--- config.mk ---
export PLATFORM = sky130hd
export DESIGN_NAME = coh_home_dir
export DESIGN_NICKNAME = d
export VERILOG_FILES = /design/src/rtl/coh_dir_pkg.sv /design/src/rtl/coh_dir_store.sv /design/src/rtl/coh_dir_pick.sv /design/src/rtl/coh_dir_policy.sv /design/src/rtl/coh_home_dir.sv
export SDC_FILE = /design/constraint.sdc
export NUM_CORES = 1
export LEC_CHECK = 0
export ABC_CLOCK_PERIOD_IN_PS = 5960
export BUFFER_PORTS_ARGS = -buffer_cell sky130_fd_sc_hd__buf_2
export CORE_MARGIN = 3
export CORE_UTILIZATION = 58
export DETAILED_ROUTE_END_ITERATION = 12
export PLACE_DENSITY = 0.76
export RECOVER_POWER = 50
export SYNTH_ARGS = -nofsm -noshare
export SYNTH_HDL_FRONTEND = slang
export SYNTH_SLANG_ARGS = --single-unit
--- constraint.sdc ---
create_clock -name clk -period 5.96 [get_ports clk]
set_clock_uncertainty 0.15 [all_clocks]
set_input_delay 0.596 -clock clk [delete_from_list [all_inputs] [get_ports clk]]
set_output_delay 0.596 -clock clk [all_outputs]
set_load 0.01 [all_outputs]
--- src/rtl/coh_dir_pkg.sv ---
// Shared encodings for the home-node coherence directory.
// Assumes all codes fit the 2-bit fields carried on the block's ports.
package coh_dir_pkg;

    typedef enum logic [1:0] {
        DS_UNC = 2'd0,
        DS_SHR = 2'd1,
        DS_EXC = 2'd2
    } dir_st_t;

    typedef enum logic [1:0] {
        RQ_RD  = 2'd0,
        RQ_WR  = 2'd1,
        RQ_WB  = 2'd2,
        RQ_NOP = 2'd3
    } req_kind_t;

    typedef enum logic [1:0] {
        PB_INV       = 2'd0,
        PB_FETCH     = 2'd1,
        PB_FETCH_INV = 2'd2
    } probe_kind_t;

    typedef enum logic [2:0] {
        FS_IDLE  = 3'd0,
        FS_EVAL  = 3'd1,
        FS_PROBE = 3'd2,
        FS_WAIT  = 3'd3,
        FS_REPLY = 3'd4
    } ctl_st_t;

endpackage

--- src/rtl/coh_dir_store.sv ---
// Directory entries and block data for every block of the home node.
// Reads are combinational from one address; writes take effect at the edge.
// Assumes BLOCKS is a power of two so every address selects an entry.
module coh_dir_store
    import coh_dir_pkg::*;
#(
    parameter int NODES  = 4,
    parameter int BLOCKS = 4,
    parameter int DATA_W = 16,
    localparam int ADDR_W = $clog2(BLOCKS)
) (
    input  logic              clk,
    input  logic              rst_n,
    input  logic [ADDR_W-1:0] addr,
    output logic [1:0]        rd_state,
    output logic [NODES-1:0]  rd_holders,
    output logic [DATA_W-1:0] rd_data,
    input  logic              dir_we,
    input  logic [1:0]        dir_state_in,
    input  logic [NODES-1:0]  dir_holders_in,
    input  logic              mem_we,
    input  logic [DATA_W-1:0] mem_data_in
);

    dir_st_t           st_q  [BLOCKS];
    logic [NODES-1:0]  hld_q [BLOCKS];
    logic [DATA_W-1:0] mem_q [BLOCKS];

    // Read port: present the entry and data of the selected block.
    assign rd_state   = st_q[addr];
    assign rd_holders = hld_q[addr];
    assign rd_data    = mem_q[addr];

    // Directory update: clear on reset, else write the selected entry.
    always_ff @(posedge clk) begin
        if (!rst_n) begin
            for (int b = 0; b < BLOCKS; b++) begin
                st_q[b]  <= DS_UNC;
                hld_q[b] <= '0;
            end
        end else if (dir_we) begin
            st_q[addr]  <= dir_st_t'(dir_state_in);
            hld_q[addr] <= dir_holders_in;
        end
    end

    // Data update: clear on reset, else write the selected block.
    always_ff @(posedge clk) begin
        if (!rst_n) begin
            for (int b = 0; b < BLOCKS; b++) begin
                mem_q[b] <= '0;
            end
        end else if (mem_we) begin
            mem_q[addr] <= mem_data_in;
        end
    end

    for (genvar g = 0; g < BLOCKS; g++) begin : g_entry_chk
        AST_EXC_ONE_OWNER: assert property (@(posedge clk) disable iff (!rst_n)
            st_q[g] == DS_EXC |-> $countones(hld_q[g]) == 1);
        AST_UNC_NO_HOLDER: assert property (@(posedge clk) disable iff (!rst_n)
            st_q[g] == DS_UNC |-> hld_q[g] == '0);
        AST_SHR_HAS_HOLDER: assert property (@(posedge clk) disable iff (!rst_n)
            st_q[g] == DS_SHR |-> hld_q[g] != '0);
    end

endmodule

--- src/rtl/coh_dir_pick.sv ---
// Selects the lowest-numbered node with a pending probe.
// Assumes NODES >= 2; returns 0 when nothing is pending.
module coh_dir_pick #(
    parameter int NODES = 4,
    localparam int NID_W = $clog2(NODES)
) (
    input  logic [NODES-1:0] pend,
    output logic [NID_W-1:0] idx
);

    // Priority scan: the last hit from the top is the lowest set bit.
    always_comb begin
        idx = '0;
        for (int i = NODES - 1; i >= 0; i--) begin
            if (pend[i]) idx = NID_W'(i);
        end
    end

endmodule

--- src/rtl/coh_dir_policy.sv ---
// Coherence policy: from the request and the current entry, decides which
// nodes to probe, the probe kind, the entry after completion, whether a
// reply is due and whether a write-back is accepted. Purely combinational.
module coh_dir_policy
    import coh_dir_pkg::*;
#(
    parameter int NODES = 4,
    localparam int NID_W = $clog2(NODES)
) (
    input  logic [1:0]       kind,
    input  logic [NID_W-1:0] node,
    input  logic [1:0]       cur_state,
    input  logic [NODES-1:0] cur_holders,
    output logic [NODES-1:0] probe_mask,
    output logic [1:0]       probe_kind,
    output logic [1:0]       next_state,
    output logic [NODES-1:0] next_holders,
    output logic             need_reply,
    output logic             wb_take
);

    localparam logic [NODES-1:0] ONE = NODES'(1);

    logic [NODES-1:0] self_bit;
    assign self_bit = ONE << node;

    // Decision table per request kind; the requester is never probed.
    always_comb begin
        probe_mask   = '0;
        probe_kind   = PB_INV;
        next_state   = cur_state;
        next_holders = cur_holders;
        need_reply   = 1'b0;
        wb_take      = 1'b0;
        case (req_kind_t'(kind))
            RQ_RD: begin
                need_reply   = 1'b1;
                next_state   = DS_SHR;
                next_holders = cur_holders | self_bit;
                if (cur_state == DS_EXC) begin
                    probe_mask = cur_holders & ~self_bit;
                    probe_kind = PB_FETCH;
                end
            end
            RQ_WR: begin
                need_reply   = 1'b1;
                next_state   = DS_EXC;
                next_holders = self_bit;
                probe_mask   = cur_holders & ~self_bit;
                probe_kind   = (cur_state == DS_EXC) ? PB_FETCH_INV : PB_INV;
            end
            RQ_WB: begin
                if (cur_state == DS_EXC && cur_holders == self_bit) begin
                    wb_take      = 1'b1;
                    next_state   = DS_UNC;
                    next_holders = '0;
                end
            end
            default: ;
        endcase
    end

endmodule

--- src/rtl/coh_home_dir.sv ---
// Home-node coherence directory: accepts one request at a time, evaluates
// the entry, issues targeted probes serially in ascending node order,
// folds fetched data into memory and replies to the requester.
// Assumes a probed node answers each probe with exactly one acknowledgement.
module coh_home_dir
    import coh_dir_pkg::*;
#(
    parameter int NODES  = 4,
    parameter int BLOCKS = 4,
    parameter int DATA_W = 16,
    localparam int NID_W  = $clog2(NODES),
    localparam int ADDR_W = $clog2(BLOCKS)
) (
    input  logic              clk,
    input  logic              rst_n,
    input  logic              req_valid,
    output logic              req_ready,
    input  logic [1:0]        req_kind,
    input  logic [NID_W-1:0]  req_node,
    input  logic [ADDR_W-1:0] req_addr,
    input  logic [DATA_W-1:0] req_data,
    output logic              prb_valid,
    input  logic              prb_ready,
    output logic [1:0]        prb_kind,
    output logic [NID_W-1:0]  prb_node,
    output logic [ADDR_W-1:0] prb_addr,
    input  logic              ack_valid,
    output logic              ack_ready,
    input  logic [DATA_W-1:0] ack_data,
    output logic              rsp_valid,
    input  logic              rsp_ready,
    output logic [NID_W-1:0]  rsp_node,
    output logic [ADDR_W-1:0] rsp_addr,
    output logic [DATA_W-1:0] rsp_data
);

    localparam logic [NODES-1:0] ONE = NODES'(1);

    ctl_st_t           fs_q;
    logic [1:0]        cur_kind_q;
    logic [NID_W-1:0]  cur_node_q;
    logic [ADDR_W-1:0] cur_addr_q;
    logic [DATA_W-1:0] cur_data_q;
    logic [NODES-1:0]  pend_q;
    logic [1:0]        pkind_q;
    logic [1:0]        nst_q;
    logic [NODES-1:0]  nhld_q;
    logic [NID_W-1:0]  tgt_q;

    logic [1:0]        st_rd;
    logic [NODES-1:0]  hld_rd;
    logic [DATA_W-1:0] data_rd;
    logic [NODES-1:0]  pol_mask;
    logic [1:0]        pol_pkind;
    logic [1:0]        pol_nst;
    logic [NODES-1:0]  pol_nhld;
    logic              pol_reply;
    logic              pol_take;
    logic [NID_W-1:0]  pick_idx;
    logic [NODES-1:0]  pend_left;

    logic              dir_we;
    logic              mem_we;
    logic [DATA_W-1:0] mem_wdata;

    coh_dir_store #(.NODES(NODES), .BLOCKS(BLOCKS), .DATA_W(DATA_W)) u_store (
        .clk            (clk),
        .rst_n          (rst_n),
        .addr           (cur_addr_q),
        .rd_state       (st_rd),
        .rd_holders     (hld_rd),
        .rd_data        (data_rd),
        .dir_we         (dir_we),
        .dir_state_in   (fs_q == FS_EVAL ? pol_nst : nst_q),
        .dir_holders_in (fs_q == FS_EVAL ? pol_nhld : nhld_q),
        .mem_we         (mem_we),
        .mem_data_in    (mem_wdata)
    );

    coh_dir_policy #(.NODES(NODES)) u_policy (
        .kind         (cur_kind_q),
        .node         (cur_node_q),
        .cur_state    (st_rd),
        .cur_holders  (hld_rd),
        .probe_mask   (pol_mask),
        .probe_kind   (pol_pkind),
        .next_state   (pol_nst),
        .next_holders (pol_nhld),
        .need_reply   (pol_reply),
        .wb_take      (pol_take)
    );

    coh_dir_pick #(.NODES(NODES)) u_pick (
        .pend (pend_q),
        .idx  (pick_idx)
    );

    // Pending probes once the outstanding acknowledgement is counted.
    assign pend_left = pend_q & ~(ONE << tgt_q);

    // Port drive: each channel is active in exactly one controller state.
    assign req_ready = (fs_q == FS_IDLE);
    assign prb_valid = (fs_q == FS_PROBE);
    assign prb_kind  = pkind_q;
    assign prb_node  = pick_idx;
    assign prb_addr  = cur_addr_q;
    assign ack_ready = (fs_q == FS_WAIT);
    assign rsp_valid = (fs_q == FS_REPLY);
    assign rsp_node  = cur_node_q;
    assign rsp_addr  = cur_addr_q;
    assign rsp_data  = data_rd;

    // Store write enables: write-back at evaluation, fetched data on
    // acknowledgement, directory entry when the reply is taken.
    always_comb begin
        dir_we    = 1'b0;
        mem_we    = 1'b0;
        mem_wdata = ack_data;
        if (fs_q == FS_EVAL && pol_take) begin
            dir_we    = 1'b1;
            mem_we    = 1'b1;
            mem_wdata = cur_data_q;
        end else if (fs_q == FS_WAIT && ack_valid && pkind_q != PB_INV) begin
            mem_we = 1'b1;
        end else if (fs_q == FS_REPLY && rsp_ready) begin
            dir_we = 1'b1;
        end
    end

    // Controller sequence: idle, evaluate, probe/wait loop, reply.
    always_ff @(posedge clk) begin
        if (!rst_n) begin
            fs_q       <= FS_IDLE;
            cur_kind_q <= '0;
            cur_node_q <= '0;
            cur_addr_q <= '0;
            cur_data_q <= '0;
            pend_q     <= '0;
            pkind_q    <= '0;
            nst_q      <= '0;
            nhld_q     <= '0;
            tgt_q      <= '0;
        end else begin
            case (fs_q)
                FS_IDLE: begin
                    if (req_valid) begin
                        cur_kind_q <= req_kind;
                        cur_node_q <= req_node;
                        cur_addr_q <= req_addr;
                        cur_data_q <= req_data;
                        fs_q       <= FS_EVAL;
                    end
                end
                FS_EVAL: begin
                    pend_q  <= pol_mask;
                    pkind_q <= pol_pkind;
                    nst_q   <= pol_nst;
                    nhld_q  <= pol_nhld;
                    if (!pol_reply)          fs_q <= FS_IDLE;
                    else if (pol_mask != '0) fs_q <= FS_PROBE;
                    else                     fs_q <= FS_REPLY;
                end
                FS_PROBE: begin
                    if (prb_ready) begin
                        tgt_q <= pick_idx;
                        fs_q  <= FS_WAIT;
                    end
                end
                FS_WAIT: begin
                    if (ack_valid) begin
                        pend_q <= pend_left;
                        fs_q   <= (pend_left != '0) ? FS_PROBE : FS_REPLY;
                    end
                end
                FS_REPLY: begin
                    if (rsp_ready) fs_q <= FS_IDLE;
                end
                default: fs_q <= FS_IDLE;
            endcase
        end
    end

    AST_PRB_HOLD: assert property (@(posedge clk) disable iff (!rst_n)
        prb_valid && !prb_ready |=> prb_valid && $stable(prb_node) &&
        $stable(prb_kind) && $stable(prb_addr));
    AST_RSP_HOLD: assert property (@(posedge clk) disable iff (!rst_n)
        rsp_valid && !rsp_ready |=> rsp_valid && $stable(rsp_data) &&
        $stable(rsp_node) && $stable(rsp_addr));
    AST_BUSY_NO_REQ: assert property (@(posedge clk) disable iff (!rst_n)
        (prb_valid || ack_ready || rsp_valid) |-> !req_ready);
    AST_NOT_SELF: assert property (@(posedge clk) disable iff (!rst_n)
        prb_valid |-> prb_node != rsp_node);
    AST_ONE_CHANNEL: assert property (@(posedge clk) disable iff (!rst_n)
        $countones({prb_valid, ack_ready, rsp_valid}) <= 1);

endmodule

==> results of run 1 <==
==> registers in the layout (all words and copies together) (netlist names), named ones only <==
register,flops
u_store.mem_q,64
cur_data_q,16
u_store.hld_q,16
u_store.st_q,8
nhld_q,4
pend_q,4
fs_q,3
cur_kind_q,2
nst_q,2
prb_addr,2
prb_kind,2
rsp_node,2
tgt_q,2
==> routing by layer <==
layer  part of all wire  GRT usage  vias up
met5                  0          0        -
met4              0.022      0.102        0
met2               0.46      0.424      272
met3              0.099     0.0652       36
met1               0.41      0.383     2224
li1                   -          -     2175
==> stage by stage <==
step | instance area (um2) | instances
6_report | 7130 | 734
4_1_cts | 7220 | 734
2_1_floorplan | 6230 | 532
3_5_place_dp | 6640 | 702
3_3_place_gp | 6640 | 702
5_1_grt | 7130 | 734
==> worst max path at each step <==
stage / end / slack, ns
floorplan: u_store.mem_q[0][0]$_SDFFCE_PN0P_ / 1.29
global placement: u_store.mem_q[0][15]$_SDFFCE_PN0P_ / 1.65
detailed placement: u_store.mem_q[2][3]$_SDFFCE_PN0P_ / 1.55
CTS: u_store.mem_q[0][0]$_SDFFCE_PN0P_ / 1.52
global route: u_store.mem_q[0][2]$_SDFFCE_PN0P_ / 0.87
finish: u_store.mem_q[0][2]$_SDFFCE_PN0P_ / 1.24
==> layout by cell type, fill, tap and decap left out, drive strengths merged, types with 2 or more instances in the layout <==
cell type and n:
inv 10, mux2i 2, nand3 17, or2 3
nor2 15, o31ai 2, a31oi 4, nand3b 2
or4b 3, nand2 65, dfxtp 41, nor2b 3
o211a 4, or3 2, clkinv 6, buf 49
nor4b 3, o22ai 6, nor3 23, a211oi 67
or3b 2, nor3b 3, o21ai 30, edfxtp 88
nand2b 8, clkinvlp 4, a22oi 2, mux4 22
a21oi 30, bufinv 3, clkbuf 50, and3b 2
ha 8, and2 4
==> critical path: stages (launching register included) <==
cell and delay (ns):
dfxtp_1 0.72, clkbuf_1 0.95, mux4_2 0.71, nor4b_1 0.46, buf_4 0.35, a21oi_1 0.12
buf_4 0.36, o31ai_2 0.26, buf_4 0.29
==> power groups by stage <==
stage	Sequential (mW)	Combinational [mW]	Clock [mW]
CTS	1.02	0.221	1.02
finish	1.02	0.213	1.02
floorplan	1.02	0.155	0
global placement	1.04	0.214	0
detailed placement	1.04	0.219	0
global route	1.03	0.235	1.06
==> logic make-up (layout without fill, tap and decap cells) <==
kind of cell / count (synthesis) / in the layout / synth area share
multiplexers: 25 / 25 / 0.0845
AND/OR/NAND/NOR: 161 / 161 / 0.134
flip-flops: 129 / 129 / 0.555
adder cells (fa/ha/maj): 8 / 8 / 0.0161
AO/OA/AOI/OAI: 153 / 153 / 0.171
buffers and inverters: 56 / 122 / 0.0393
==> Yosys cell counts (4+ instances only) <==
| library cell | instances | share of area |
|---|---|---|
| clkbuf_1 | 35 | 0.021 |
| o211a_1 | 4 | 0.0064 |
| a21oi_1 | 30 | 0.024 |
| nand2_1 | 65 | 0.039 |
| buf_2 | 7 | 0.0056 |
| nor2_1 | 15 | 0.0090 |
| edfxtp_1 | 88 | 0.42 |
| nand3_1 | 15 | 0.012 |
| a211oi_1 | 67 | 0.081 |
| dfxtp_1 | 41 | 0.13 |
| mux4_2 | 22 | 0.079 |
| o21ai_0 | 21 | 0.017 |
| inv_1 | 8 | 0.0048 |
| nor3_1 | 23 | 0.018 |
| o22ai_1 | 6 | 0.0060 |
| o21ai_2 | 9 | 0.013 |
| nand2b_1 | 8 | 0.0080 |
| ha_1 | 8 | 0.016 |
==> cell type report <==
| type | count | area, um2 |
|---|---|---|
| repair buffers | 82 | 387 |
| multi-input cells | 347 | 2500 |
| flip-flops and latches | 129 | 3460 |
| inverters | 8 | 30.0 |
| fillers | 775 | 3240 |
| clock inverters | 15 | 165 |
| well taps | 136 | 170 |
| clock buffers | 17 | 414 |
==> run metrics, run 1 <==
Num Clock Sinks 129; Mapped Area 0.00623 mm2; largest net degree at the start of global routing 69; Core Util, Final 0.687; TNS Setup 0 ns; Gate power share 0.095; Syn Area/Cell 11.7 um2; Max Freq 212 MHz; post-CTS setup buffer count 0; outcome finished with violations; hold buffers post-CTS 0; via count 4707; Req. time, crit path 6.02 ns; worst hold stages 3; VDD IR-drop max 0.000185 V; crit path DAT 4.78 ns; syn nets 584; Slew Limit Headroom -0.294; Slew Limit Fails 41; DIE AREA 0.0120 mm2; Layout area overhead 14.3%; Tcrit/Tclk final 0.792; Ports 74; P_sw 553 uW; Final HPWL DP 10200 um; clock slew at reported path FFs 0.06 ns; Num CTS Buffers 17; failing checks capacitance limit, slew limit; H-Tree Depth 4; Worst-Margin Slew 1.94 ns; R2R Path End u_store.mem_q[0][2]$_SDFFCE_PN0P_; initial antenna violation count 0; synthesized flop and latch total 129; DR pass1 iterations 5; flop-to-flop setup slack 1.24 ns; worst r2r path cells 8; core box area 0.0104 mm2; wirelength, routed 15400 um; Sequential Power Share 0.453; max_cap viols 1; post-synthesis sequential area ratio 0.555; worst-path fanout max 68; global-route wire length before repair 24500 um; gr ovfl total 0; hold wc startpoint req_data[6]; Sw Share 0.245; path category of the worst min-delay check input port to flop; hold slack 0.163 ns; CTS max path bufs 2; Root Buffer clkbuf_8; vias per cell 6.41; Initial Util 0.601; num rows 37; final net count 637; pre-CTS WS 1.55 ns; die height 110 um; later-pin clock latency in the skew report 0.52 ns; Synth async-reset ratio 0; Final min period 4.72 ns; PwrDens 316 mW/mm2; Hold Vio Cnt, Final 0; synthesized netlist cell count 532; Final Setup Violations 0; PnR worst setup slack 1.24 ns; Pwr Total 2.25 mW; wire per inst 21.0 um; die span in x 110 um; critical path class flop to flop; DRC 0; main flop type after synthesis edfxtp_1; PostCTS Resize Cnt 0; I/O Buffers 73; RSZ-0062 raised after global routing no; vias in the first global route 4572; routability congestion estimate 0.907; hold endpoint cur_data_q[6]$_SDFFE_PN0P_; Cell variety after synth 58; TritonCTS clock tree done; EDFF count, synth 88; gr usage total 0.275; layout cell share with drive strength beyond 1 0.204; Startpoint Class flop; crit end category flop; internal power 1.70 mW; clock network fraction of total power 0.452; Final ANT Viol Nets 0; Leakage 2.35 nW; yosys warns 0; diodes inserted 0; drt first-iter violations 492
No activity file was read; power rests on OpenSTA's default activity.
==> run 2: changes to the inputs <==
--- a/config.mk
+++ b/config.mk
@@ -5,12 +5,12 @@
 export SDC_FILE = /design/constraint.sdc
 export NUM_CORES = 1
 export LEC_CHECK = 0
-export ABC_CLOCK_PERIOD_IN_PS = 5960
+export ABC_CLOCK_PERIOD_IN_PS = 3900
 export BUFFER_PORTS_ARGS = -buffer_cell sky130_fd_sc_hd__buf_2
 export CORE_MARGIN = 3
-export CORE_UTILIZATION = 58
+export CORE_UTILIZATION = 53
 export DETAILED_ROUTE_END_ITERATION = 12
-export PLACE_DENSITY = 0.76
+export PLACE_DENSITY = 0.73
 export RECOVER_POWER = 50
 export SYNTH_ARGS = -nofsm -noshare
 export SYNTH_HDL_FRONTEND = slang
==> constraint.sdc (replaced) <==
create_clock -name clk -period 3.9 [get_ports clk]
set_clock_uncertainty 0.15 [all_clocks]
set_input_delay 0.39 -clock clk [delete_from_list [all_inputs] [get_ports clk]]
set_output_delay 0.39 -clock clk [all_outputs]
set_load 0.01 [all_outputs]
==> run 2 against run 1 <==
Net effect:
- the flow now finishes without violations
- core utilization decreased by 3.4 points
- combinational power increased by 59%
- count of clock-buffer cells in the layout unchanged
- clock power increased by 66%
- sequential power increased by 53%
- die area increased by 8.9%
- register-to-register slack got worse by 1.0 ns
- setup slack got worse by 1.0 ns
- non-clock buffer count increased by 10
- critical path depth increased by 1
- final area increased by 2.4%
- hold slack got worse by 0.10 ns
==> run metrics, run 2 (same netlist as run 1, synthesis figures left out) <==
crit path DAT 3.77 ns (-1.01 ns); num rows 38 (+2.7%); drt first-iter violations 404 (-18%); die height 114 um (+4.4%); flop-to-flop setup slack 0.20 ns (-1.04 ns); Req. time, crit path 3.97 ns (-2.05 ns); VDD IR-drop max 0.000286 V (+55%); Pwr Total 3.58 mW (+59%); non-filler cells, final 748 (+1.9%); Layout area overhead 17.1%; max_cap viols 0 (-1); Final Setup Violations 0 (unchanged); Biggest register u_store.mem_q; diodes inserted 0 (unchanged); RSZ-0062 raised after global routing no; crit end category flop; Final HPWL DP 9950 um (-2.3%); DIE AREA 0.0131 mm2 (+8.9%); TritonCTS clock tree done; critical path's largest stage delay 0.59 ns (-0.36 ns); I/O Buffers 73 (unchanged); biggest regs u_store.mem_q: 64 flops, cur_data_q: 16 flops, u_store.hld_q: 16 flops; vias in the first global route 4702 (+2.8%); Worst-Margin Slew 1.13 ns (-0.807 ns); routability congestion estimate 0.868 (-4.3%); Ports 74 (unchanged); H-Tree Depth 4 (unchanged); critical path class flop to flop; Num Clock Sinks 129 (unchanged); Design Area, Final 0.00730 mm2 (+2.4%); die span in x 114 um (+4.4%); most common cell after layout, fill and taps aside edfxtp_1; Slew Limit Headroom 0.244 (+0.538); later-pin clock latency in the skew report 0.41 ns (-0.11 ns); worst-path fanout max 64 (-5.9%); Num CTS Buffers 17 (unchanged); via count 4738 (+0.66%); gr usage total 0.244 (-0.0311); Leakage 2.44 nW (+3.8%); wirelength, routed 15200 um (-1.2%); placed insts 716 (+2.0%); post-CTS setup buffer count 0 (unchanged); most frequent cells in the layout 88 x edfxtp_1, 67 x a211oi_1, 65 x nand2_1; core box area 0.0112 mm2 (+7.7%); clock slew at reported path FFs 0.06 ns (about the same); layout cell share with drive strength beyond 1 0.229 (+0.0246); R2R Path End u_store.mem_q[0][0]$_SDFFCE_PN0P_; PnR worst setup slack 0.197 ns (-1.04 ns); Initial Util 0.558 (-0.0432); pre-CTS WS 0.124 ns (-1.43 ns); path category of the worst min-delay check input port to flop; gr ovfl total 0 (unchanged); Tcrit/Tclk final 0.949 (+0.157); Startpoint Class flop; initial antenna violation count 0 (unchanged); wire per inst 20.4 um (-3.0%); worst r2r path cells 9 (+1); DRC 0 (unchanged); Max Freq 270 MHz (+28%); max FFs per register 64 (unchanged); Core Util, Final 0.653 (-0.0338); Cell Area, Placed 0.00673 mm2 (+1.3%); outcome completed; Hold Vio Cnt, Final 0 (unchanged); Root Buffer clkbuf_16; global-route wire length before repair 24300 um (-1.1%); final net count 647 (+1.6%); Final min period 3.70 ns (-1.02 ns); PwrDens 491 mW/mm2 (+55%); worst hold stages 3 (unchanged); worst-path cell chain mux4_2, inv_1, ha_1, or4_1, nor4b_4, buf_4, a21oi_4, buf_4, a211oi_1; Slew Limit Fails 0 (-100%); DR pass1 iterations 5 (unchanged); largest net degree at the start of global routing 65 (-5.8%); slowest CP cell mux4_2; vias per cell 6.33 (-1.2%); Critical Path Most Common Cell buf_4; fill count 849 (+9.5%); hold wc startpoint req_kind[1]; Final ANT Viol Nets 0 (unchanged); CTS max path bufs 2 (unchanged); hold endpoint cur_kind_q[1]$_SDFFE_PN0P_
[run 2: cell count changes in the layout (fill, tap and decap cells not counted), moves of 3 or more]
cell,previous run,this run
o21ai_1,3,6
o21ai_0,19,15
buf_4,7,15
clkbuf_2,0,3
clkbuf_1,33,30
clkinv_4,0,3
clkinv_2,4,1
[run 2: through the flow]
stage / setup TNS, ns / hold WS (ns)
floorplan: -12.70 / 0.287
global placement: 0 / 0.295
detailed placement: 0 / 0.301
CTS: 0 / 0.0508
global route: 0 / 0.0541
finish: 0 / 0.0607
[run 2: critical path: cells and delay by family, from the launching register on]
kind,cells,cell delay [ns]
and+or+nand+nor,2,0.86
buffers and inverters,3,0.73
muxes,1,0.59
DFF,1,0.49
AOI/OAI and AO/OA,2,0.44
adders and majority gates,1,0.21
[run 2: worst max-delay path by stage]
stage          depth (start not counted)  slack, ns                                 end
6_report                               9       0.20   u_store.mem_q[0][0]$_SDFFCE_PN0P_
5_1_grt                                9       0.02  u_store.mem_q[1][13]$_SDFFCE_PN0P_
4_1_cts                                8       0.12   u_store.mem_q[0][0]$_SDFFCE_PN0P_
3_5_place_dp                           8       0.12       u_store.mem_q[3][2]$_DFFE_PP_
3_3_place_gp                           8       0.28   u_store.mem_q[0][0]$_SDFFCE_PN0P_
2_1_floorplan                          9      -0.26   u_store.mem_q[1][0]$_SDFFCE_PN0P_
[run 2: area by class of cell]
cell class	instances	area, um2	area share
Multi-Input combinational cell	347	2540	0.347
Clock inverter	15	208	0.0284
Timing Repair Buffer	92	463	0.0634
Inverter	8	30.0	0.00411
Sequential cell	129	3460	0.474
Tap cell	140	175	0.0240
Clock buffer	17	425	0.0583
[run 2: repair_timing]
item / CTS / global route
hold buffers: 0 / 0
endpoints found under the setup margin: 0 / 13
gates resized for setup: 0 / 4
endpoints found under the hold margin: 0 / 0
[run 2: power breakdown]
part           switching (mW)  total, mW  internal, mW
registers              0.0409       1.56          1.52
clock network           0.610       1.69          1.08
logic                   0.212      0.339         0.126
[run 2: routing by layer]
| metal | GRT usage | part of all wire | vias to the layer above |
|---|---|---|---|
| met4 | 0.0982 | 0.020 | 0 |
| met5 | 0 | 0 | - |
| met1 | 0.336 | 0.44 | 2307 |
| met3 | 0.0481 | 0.071 | 27 |
| met2 | 0.381 | 0.47 | 209 |
| li1 | - | - | 2195 |
